`src/rtl/pn_pkg.sv`:
```
package pn_pkg;
  typedef enum logic {PN_FIB, PN_GAL} pn_arch_e;
  typedef enum logic {PN_LD_PAR, PN_LD_SER} pn_load_e;
  typedef enum logic [2:0] {
    OP_HOLD  = 3'd0,
    OP_RUN   = 3'd1,
    OP_PLOAD = 3'd2,
    OP_SHIFT = 3'd3,
    OP_RSYNC = 3'd4
  } pn_op_e;
endpackage

```
`src/rtl/pn_lfsr_step.sv`:
```
module pn_lfsr_step
  import pn_pkg::*;
#(
  parameter int       N       = 8,
  parameter logic [N-1:0] TAPS = 8'hB8,
  parameter pn_arch_e ARCH    = PN_FIB,
  parameter bit       FB_XNOR = 1'b0
) (
  input  logic [N-1:0] cur,
  output logic [N-1:0] nxt
);
  generate
    if (ARCH == PN_FIB) begin : g_fib
      logic fb;
      assign fb  = (^(cur & TAPS)) ^ FB_XNOR;
      assign nxt = {cur[N-2:0], fb};
    end else begin : g_gal
      logic fb;
      assign fb     = cur[N-1];
      assign nxt[0] = fb;
      for (genvar i = 1; i < N; i++) begin : g_stage
        if (TAPS[i]) begin : g_gate
          assign nxt[i] = cur[i-1] ^ fb ^ FB_XNOR;
        end else begin : g_wire
          assign nxt[i] = cur[i-1];
        end
      end
    end
  endgenerate
endmodule

```
`src/rtl/pn_load_track.sv`:
```
module pn_load_track
  import pn_pkg::*;
#(
  parameter int       N             = 8,
  parameter pn_load_e LOAD_MODE     = PN_LD_PAR,
  parameter pn_arch_e ARCH          = PN_FIB,
  parameter bit       STREAM_SERIAL = 1'b0
) (
  input  logic   clk,
  input  logic   rst_async,
  input  logic   step_en,
  input  logic   reseed_sync,
  input  logic   seed_wr,
  output pn_op_e op,
  output logic   seq_ok,
  output logic   seed_done
);
  localparam int CW = $clog2(N + 1);
  localparam bit PSEUDO = (LOAD_MODE == PN_LD_SER) && (ARCH == PN_FIB) && STREAM_SERIAL;
  localparam logic [CW-1:0] LAST = CW'(N - 1);

  logic [CW-1:0] bit_cnt;
  logic          last_bit;

  always_comb begin
    if (reseed_sync)   op = OP_RSYNC;
    else if (!step_en) op = OP_HOLD;
    else if (seed_wr)  op = (LOAD_MODE == PN_LD_PAR) ? OP_PLOAD : OP_SHIFT;
    else               op = OP_RUN;
  end

  assign last_bit = (bit_cnt == LAST);

  always_ff @(posedge clk or posedge rst_async) begin
    if (rst_async) begin
      bit_cnt   <= '0;
      seq_ok    <= 1'b0;
      seed_done <= 1'b0;
    end else begin
      case (op)
        OP_RSYNC: begin
          bit_cnt   <= '0;
          seq_ok    <= 1'b0;
          seed_done <= 1'b0;
        end
        OP_HOLD: begin
          seq_ok    <= 1'b0;
          seed_done <= 1'b0;
        end
        OP_PLOAD: begin
          bit_cnt   <= '0;
          seq_ok    <= 1'b0;
          seed_done <= 1'b1;
        end
        OP_SHIFT: begin
          if (last_bit) begin
            bit_cnt   <= '0;
            seq_ok    <= 1'b0;
            seed_done <= 1'b1;
          end else begin
            bit_cnt   <= bit_cnt + CW'(1);
            seq_ok    <= PSEUDO;
            seed_done <= 1'b0;
          end
        end
        default: begin
          bit_cnt   <= '0;
          seq_ok    <= (bit_cnt == '0);
          seed_done <= 1'b0;
        end
      endcase
    end
  end


  seed_flag_chk: assert property (@(posedge clk) disable iff (rst_async)
    seed_done |-> !seq_ok);


  abort_chk: assert property (@(posedge clk) disable iff (rst_async)
    (step_en && !reseed_sync && !seed_wr && bit_cnt != '0) |=> (!seq_ok && bit_cnt == '0));


  cnt_range_chk: assert property (@(posedge clk) disable iff (rst_async)
    bit_cnt <= LAST);
endmodule

```
`src/rtl/pn_seed_gen.sv`:
```
module pn_seed_gen
  import pn_pkg::*;
#(
  parameter int           N             = 8,
  parameter logic [N-1:0] TAPS          = 8'hB8,
  parameter pn_arch_e     ARCH          = PN_FIB,
  parameter bit           FB_XNOR       = 1'b0,
  parameter pn_load_e     LOAD_MODE     = PN_LD_PAR,
  parameter bit           STREAM_SERIAL = 1'b0,
  parameter logic [N-1:0] ARST_VAL      = 8'h01,
  parameter logic [N-1:0] SRST_VAL      = 8'h80
) (
  input  logic         clk,
  input  logic         rst_async,
  input  logic         step_en,
  input  logic         reseed_sync,
  input  logic         seed_wr,
  input  logic         seed_bit,
  input  logic [N-1:0] seed_word,
  output logic         rnd_bit,
  output logic [N-1:0] rnd_word,
  output logic         seq_ok,
  output logic         seed_done
);
  logic [N-1:0] state_q;
  logic [N-1:0] step_val;
  pn_op_e       op;

  pn_lfsr_step #(.N(N), .TAPS(TAPS), .ARCH(ARCH), .FB_XNOR(FB_XNOR)) u_step (
    .cur (state_q),
    .nxt (step_val)
  );

  pn_load_track #(.N(N), .LOAD_MODE(LOAD_MODE), .ARCH(ARCH), .STREAM_SERIAL(STREAM_SERIAL)) u_track (
    .clk         (clk),
    .rst_async   (rst_async),
    .step_en     (step_en),
    .reseed_sync (reseed_sync),
    .seed_wr     (seed_wr),
    .op          (op),
    .seq_ok      (seq_ok),
    .seed_done   (seed_done)
  );

  always_ff @(posedge clk or posedge rst_async) begin
    if (rst_async) begin
      state_q <= ARST_VAL;
    end else begin
      case (op)
        OP_RSYNC: state_q <= SRST_VAL;
        OP_HOLD:  state_q <= state_q;
        OP_PLOAD: state_q <= seed_word;
        OP_SHIFT: state_q <= {state_q[N-2:0], seed_bit};
        default:  state_q <= step_val;
      endcase
    end
  end

  assign rnd_word = state_q;
  assign rnd_bit  = state_q[N-1];


  freeze_chk: assert property (@(posedge clk) disable iff (rst_async)
    (!step_en && !reseed_sync) |=> ($stable(rnd_word) && !seq_ok && !seed_done));


  rsync_chk: assert property (@(posedge clk) disable iff (rst_async)
    reseed_sync |=> (rnd_word == SRST_VAL && !seq_ok && !seed_done));

  generate
    if (LOAD_MODE == PN_LD_PAR) begin : g_par_chk

      word_load_chk: assert property (@(posedge clk) disable iff (rst_async)
        (seed_wr && step_en && !reseed_sync) |=>
          (rnd_word == $past(seed_word) && seed_done && !seq_ok));
    end else begin : g_ser_chk

      bit_shift_chk: assert property (@(posedge clk) disable iff (rst_async)
        (seed_wr && step_en && !reseed_sync) |=>
          (rnd_word[0] == $past(seed_bit) && rnd_word[N-1:1] == $past(rnd_word[N-2:0])));
    end
  endgenerate
endmodule

```
`config.mk`:
```
export PLATFORM = sky130hd
export DESIGN_NAME = pn_seed_gen
export DESIGN_NICKNAME = d
export VERILOG_FILES = /design/src/rtl/pn_pkg.sv /design/src/rtl/pn_lfsr_step.sv /design/src/rtl/pn_load_track.sv /design/src/rtl/pn_seed_gen.sv
export SDC_FILE = /design/constraint.sdc
export NUM_CORES = 1
export LEC_CHECK = 0
export BUFFER_PORTS_ARGS = -buffer_cell sky130_fd_sc_hd__buf_4
export CAP_MARGIN = 20
export CORE_AREA = 2 2 42 44
export CTS_CLUSTER_DIAMETER = 200
export DETAILED_ROUTE_END_ITERATION = 10
export DIE_AREA = 0 0 44 46
export HOLD_SLACK_MARGIN = 0.1
export PLACE_DENSITY = 0.72
export SYNTH_ARGS = -nofsm -noshare
export SYNTH_HDL_FRONTEND = slang
export SYNTH_SLANG_ARGS = --single-unit
```
`constraint.sdc`:
```
create_clock -name clk -period 1.7 [get_ports clk]
set_clock_uncertainty 0.05 [all_clocks]
set_input_delay 0.255 -clock clk [delete_from_list [all_inputs] [get_ports clk]]
set_output_delay 0.255 -clock clk [all_outputs]
set_load 0.05 [all_outputs]
```
======== Word level (Yosys, flattened, before mapping) ========
Index checks and enable logic that the tools add are counted.
operators by class
  add/subtract/negate cells ............... 1
  equality and inequality tests ........... 4
  mux-type cells .......................... 9
  reduce and logical (&&, ||, !) cells .... 4
operators by type and width
  kind                   count
  $pmux W8 S4            1
  $pmux W4 S2            1
  $reduce_xor A8 Y1      1
  $eq A3 B2 Y1 const B   2
  $mux W3                2
  $add A4 B1 Y4 const B  1
  $eq A4 B3 Y1 const B   1
  $logic_not A4 Y1       1
  $mux W4                1
  $reduce_or A4 Y1       1
  $eq A3 B3 Y1 const B   1
  $logic_not A3 Y1       1
  $mux W1                2
  $mux W2                1
  $pmux W1 S2            1
word-level totals
  bits in registers ....................... 14
  output and inout bits ................... 11

======== Longest topological paths before layout ========
  word-level depth ........................ 6
  mapped depth ............................ 4

======== Cells and area by module ========
A second synthesis with hierarchy kept.
second synthesis, totals
  cells, all modules ...................... 85
  area total of the unflattened synthesis .. 930.9 um2
by module, submodules not included
  module         instances  cells each  area each (um2)  sequential area each (um2)
  pn_seed_gen    1          53          594.3            201.4
  pn_load_track  1          21          250.2            150.1
  pn_lfsr_step   1          11          86.3             0.0

======== Worst setup path after synthesis ========
OpenSTA, ideal clock, no wires.
  path kind ............................... reg2reg
  from .................................... reg state_q[5], in the netlist rnd_word[5]
  to ...................................... reg state_q[0], in the netlist rnd_word[0]
  data arrival time ....................... 1.155 ns
  setup slack ............................. 0.398 ns
  stages on the path, launching flop included .. 4
  path through ............................ dfrtp_1 xor2_1 xnor2_1 o41ai_2
between the ends
  longest elaborated chain between the ends .. 2
RTL lines
  item                    RTL line            text
  start, declared         pn_seed_gen.sv:25   logic [N-1:0] state_q;
  start signal, assigned  pn_seed_gen.sv:51   OP_HOLD: state_q <= state_q;
  start signal, assigned  pn_seed_gen.sv:52   OP_PLOAD: state_q <= seed_word;
  start signal, assigned  pn_seed_gen.sv:53   OP_SHIFT: state_q <= {state_q[N-2:0], seed_bit};
  $reduce_xor A8 Y1       pn_lfsr_step.sv:15  assign fb = (^(cur & TAPS)) ^ FB_XNOR;
  $pmux W8 S4             pn_seed_gen.sv:49   case (op)
Every way passes these cells.
A chain may end at the register's enable or synchronous reset.

======== Worst setup path in the final report ========
  from .................................... reg state_q[0], in the netlist rnd_word[0]
  to ...................................... out rnd_word[0]
RTL lines
  item           RTL line           text
  end, declared  pn_seed_gen.sv:21  output logic [N-1:0] rnd_word,
No word-level cell between the ends.

==> metrics.cfg <==
[setup_path]
ff2ff_setup_slack_ns=0.42
critPathCaptureType=output port
crit_fanout=3
crit_required_ns=1.39
worstSetupPathDepth=1
arrival_ns=1.02
startpoint=rnd_word[0]
cp.buffers_inverters=1
critPathLaunchType=flop
worstSetupEndpoint=rnd_word[0]
reg2reg_from=u_track.bit_cnt[1]
critPathKind=reg2out
crit_slowest_cell=dfstp_2
cp_cell_sequence=buf_4
reg2reg_depth=4
critical-path-max-stage-delay_ns=0.55
r2r-end=u_track.seq_ok
crit_family=flip-flops

[route]
drt_wl_total_mm=1.354
drtPass1Iterations=4
drt_iter0_markers=7
avgViaCountPerCell=5.320
vias=532
route.detailed.drc=0
route.detailed.wl_per_inst_um=13.54
ant_nets=0

[place]
placed_cell_area_um2=837.1
hpwl_um=958.2
place_ws_ns=0.4454
dp_cells=95
io_buffer_count=23
gp_congestion=0.6740

[global_routing]
grt_pass1_vias=502
grt_max_degree=20
antenna_found_initial=0
overflow=0
gr-usage-all-layers_pct=15.77
grt_pass1_wl_mm=2.242

[clock_network]
clockBufferDepth=2
cts_setup_buffers=0
clk_pin_slew_ns=0.08
h-tree-depth=1
clk_latency_ns=0.28
cts_buffers=3
clock-sinks=14
cts_tree=built
cts-root-buf=clkbuf_4

[synthesis]
synth.cell_area_um2=678.2
yosysTopAreaCellShare_pct=47.97
seq_area_frac_synth_pct=51.85
synth.top_cells.by_area=dfrtp_1, mux2i_1, a211oi_1
synth_area_leader_cell=dfrtp_1
syn_area_per_cell_um2=11.30
ys.warnings.count=0
synth_ff_type=dfrtp_1
syn_nets=75
syn_inst=60
synthDistinctLibCells=22
synth_edf_count=0
synth-seq-cells=14
synthArstFlopShare_pct=100.0

[floorplan]
initial_core_util_pct=42.02
die_h_um=46
ioPinCount=25
die_w_um=44
core_area_mm2=0.001614
fp.dieArea_mm2=0.002024
num_rows=15

[power_and_ir_drop]
swShare_pct=31.49
pwr-share-clk_pct=26.3
power_frac_comb_pct=24.7
ir_drop_uv=398.4
pwr-share-seq_pct=49.0
cellLeakagePower_uw=0.0004435
p_int_uw=510.7
power.density_mw_per_mm2=853.4
switchingPower_uw=234.7

[final_layout]
area_growth_pct=28.78
final_area_um2=873.3
drive_above_1_share_pct=36.14
nets=99
num_antenna_cells=0
instances_no_fill=100

[timing]
layout_worst_path_cycle_share_pct=78.12
rsz0062_at_grt=no
worst_pin_slew_ns=0.5377
finalSetupTns_ns=0
max_freq_ghz=0.7529
relSlewSlack_pct=64.11
slew_violations=0
finalHoldViolCount=0
finalWorstSetupSlack_ns=0.3719
min_period_ns=1.328
setup_viol=0

[worst_hold_path]
min_path_type=in2reg

[status]
outcome=finished clean

[flow_run]
maxCapViolCount=0

==> kinds of logic (layout without fill, tap and decap cells) <==
logic type	Yosys count	in the layout	share of synthesized area [%]
buf+inv	9	32	7.377
mux	7	7	10.33
xor+xnor	3	3	3.875
fa+ha+maj	1	1	1.845
compound gates	9	9	10.52
simple gates	17	17	14.21
flops	14	14	51.85
==> sequential cells by signal, indices dropped and copies added, names as in the netlist <==
register and count:
rnd_word 8, u_track.bit_cnt 4, u_track.seed_done 1, u_track.seq_ok 1
==> layout make-up <==
cell class,instances,area (µm²)
sequential,14,351.6
timing repair buffer,24,182.7
tap,17,21.27
fill,150,740.7
multi-input combinational,37,276.5
clock buffer,4,26.28
inverter,4,15.01
==> cell usage after synthesis (2+ instances only) <==
cell      count
a211oi_1      6
buf_4         2
dfrtp_1      13
inv_1         4
and2_1        2
mux2i_1       7
nor3_1        2
a21oi_1       2
xor2_1        2
nor2_1        8
==> power by group through the flow <==
stage	clock, µW	sequential (µW)	combinational [µW]
after CTS	204	366	187
after floorplan	0	426	73.5
after global routing	217	368	198
after detailed placement	0	372	185
after global placement	0	371	182
final	196	365	184
==> worst min path at each step <==
stage | slack [ns] | to | startpoint | cells past startpoint
floorplan | 0.09 | rnd_word[1] | rst_async | 1
global placement | 0.28 | rnd_word[2] | rst_async | 2
finish | 0.19 | rnd_word[0] | reseed_sync | 2
CTS | 0.18 | rnd_word[0] | reseed_sync | 2
global route | 0.20 | rnd_word[0] | reseed_sync | 2
detailed placement | 0.29 | rnd_word[2] | rst_async | 2
==> layer usage <==
metal  track usage (%)  vias up  part of all wire, %
met2             24.71       20                   47
met3             2.381        5                  5.9
li1                  -      251                    -
met5                 0        -                    0
met1             20.25      256                   44
met4             10.30        0                  2.5
==> cell usage in the layout, fill, tap and decap left out <==
| cell type | instances |
|---|---|
| a211oi_1 | 6 |
| a21oi_1 | 2 |
| and2_1 | 2 |
| and4b_1 | 1 |
| buf_4 | 23 |
| clkbuf_1 | 1 |
| clkbuf_4 | 3 |
| dfrtp_1 | 13 |
| dfstp_2 | 1 |
| dlygate4sd3_1 | 1 |
| ha_1 | 1 |
| inv_1 | 4 |
| mux2i_1 | 7 |
| nor2_1 | 8 |
| nor3_1 | 2 |
| nor3_2 | 1 |
| nor3b_1 | 1 |
| o41ai_2 | 1 |
| or2_2 | 1 |
| or4b_1 | 1 |
| xnor2_1 | 1 |
| xor2_1 | 2 |
==> metrics by stage <==
step | util (%) | hold slack (ns) | total power, µW
6_report | 54.11 | 0.1897 | 745.3
5_1_grt | 54.11 | 0.1987 | 783.3
4_1_cts | 54.11 | 0.1847 | 756.8
3_5_place_dp | 51.86 | 0.2851 | 557.1
3_3_place_gp | 51.86 | 0.2789 | 553.8
2_1_floorplan | - | 0.09350 | 499.2
==> timing repair <==
action | CTS | global route
gates resized for setup | 0 | 0
hold buffers | 1 | 0
hold endpoints to repair | 13 | 0
(Power assumes the default switching activity.)
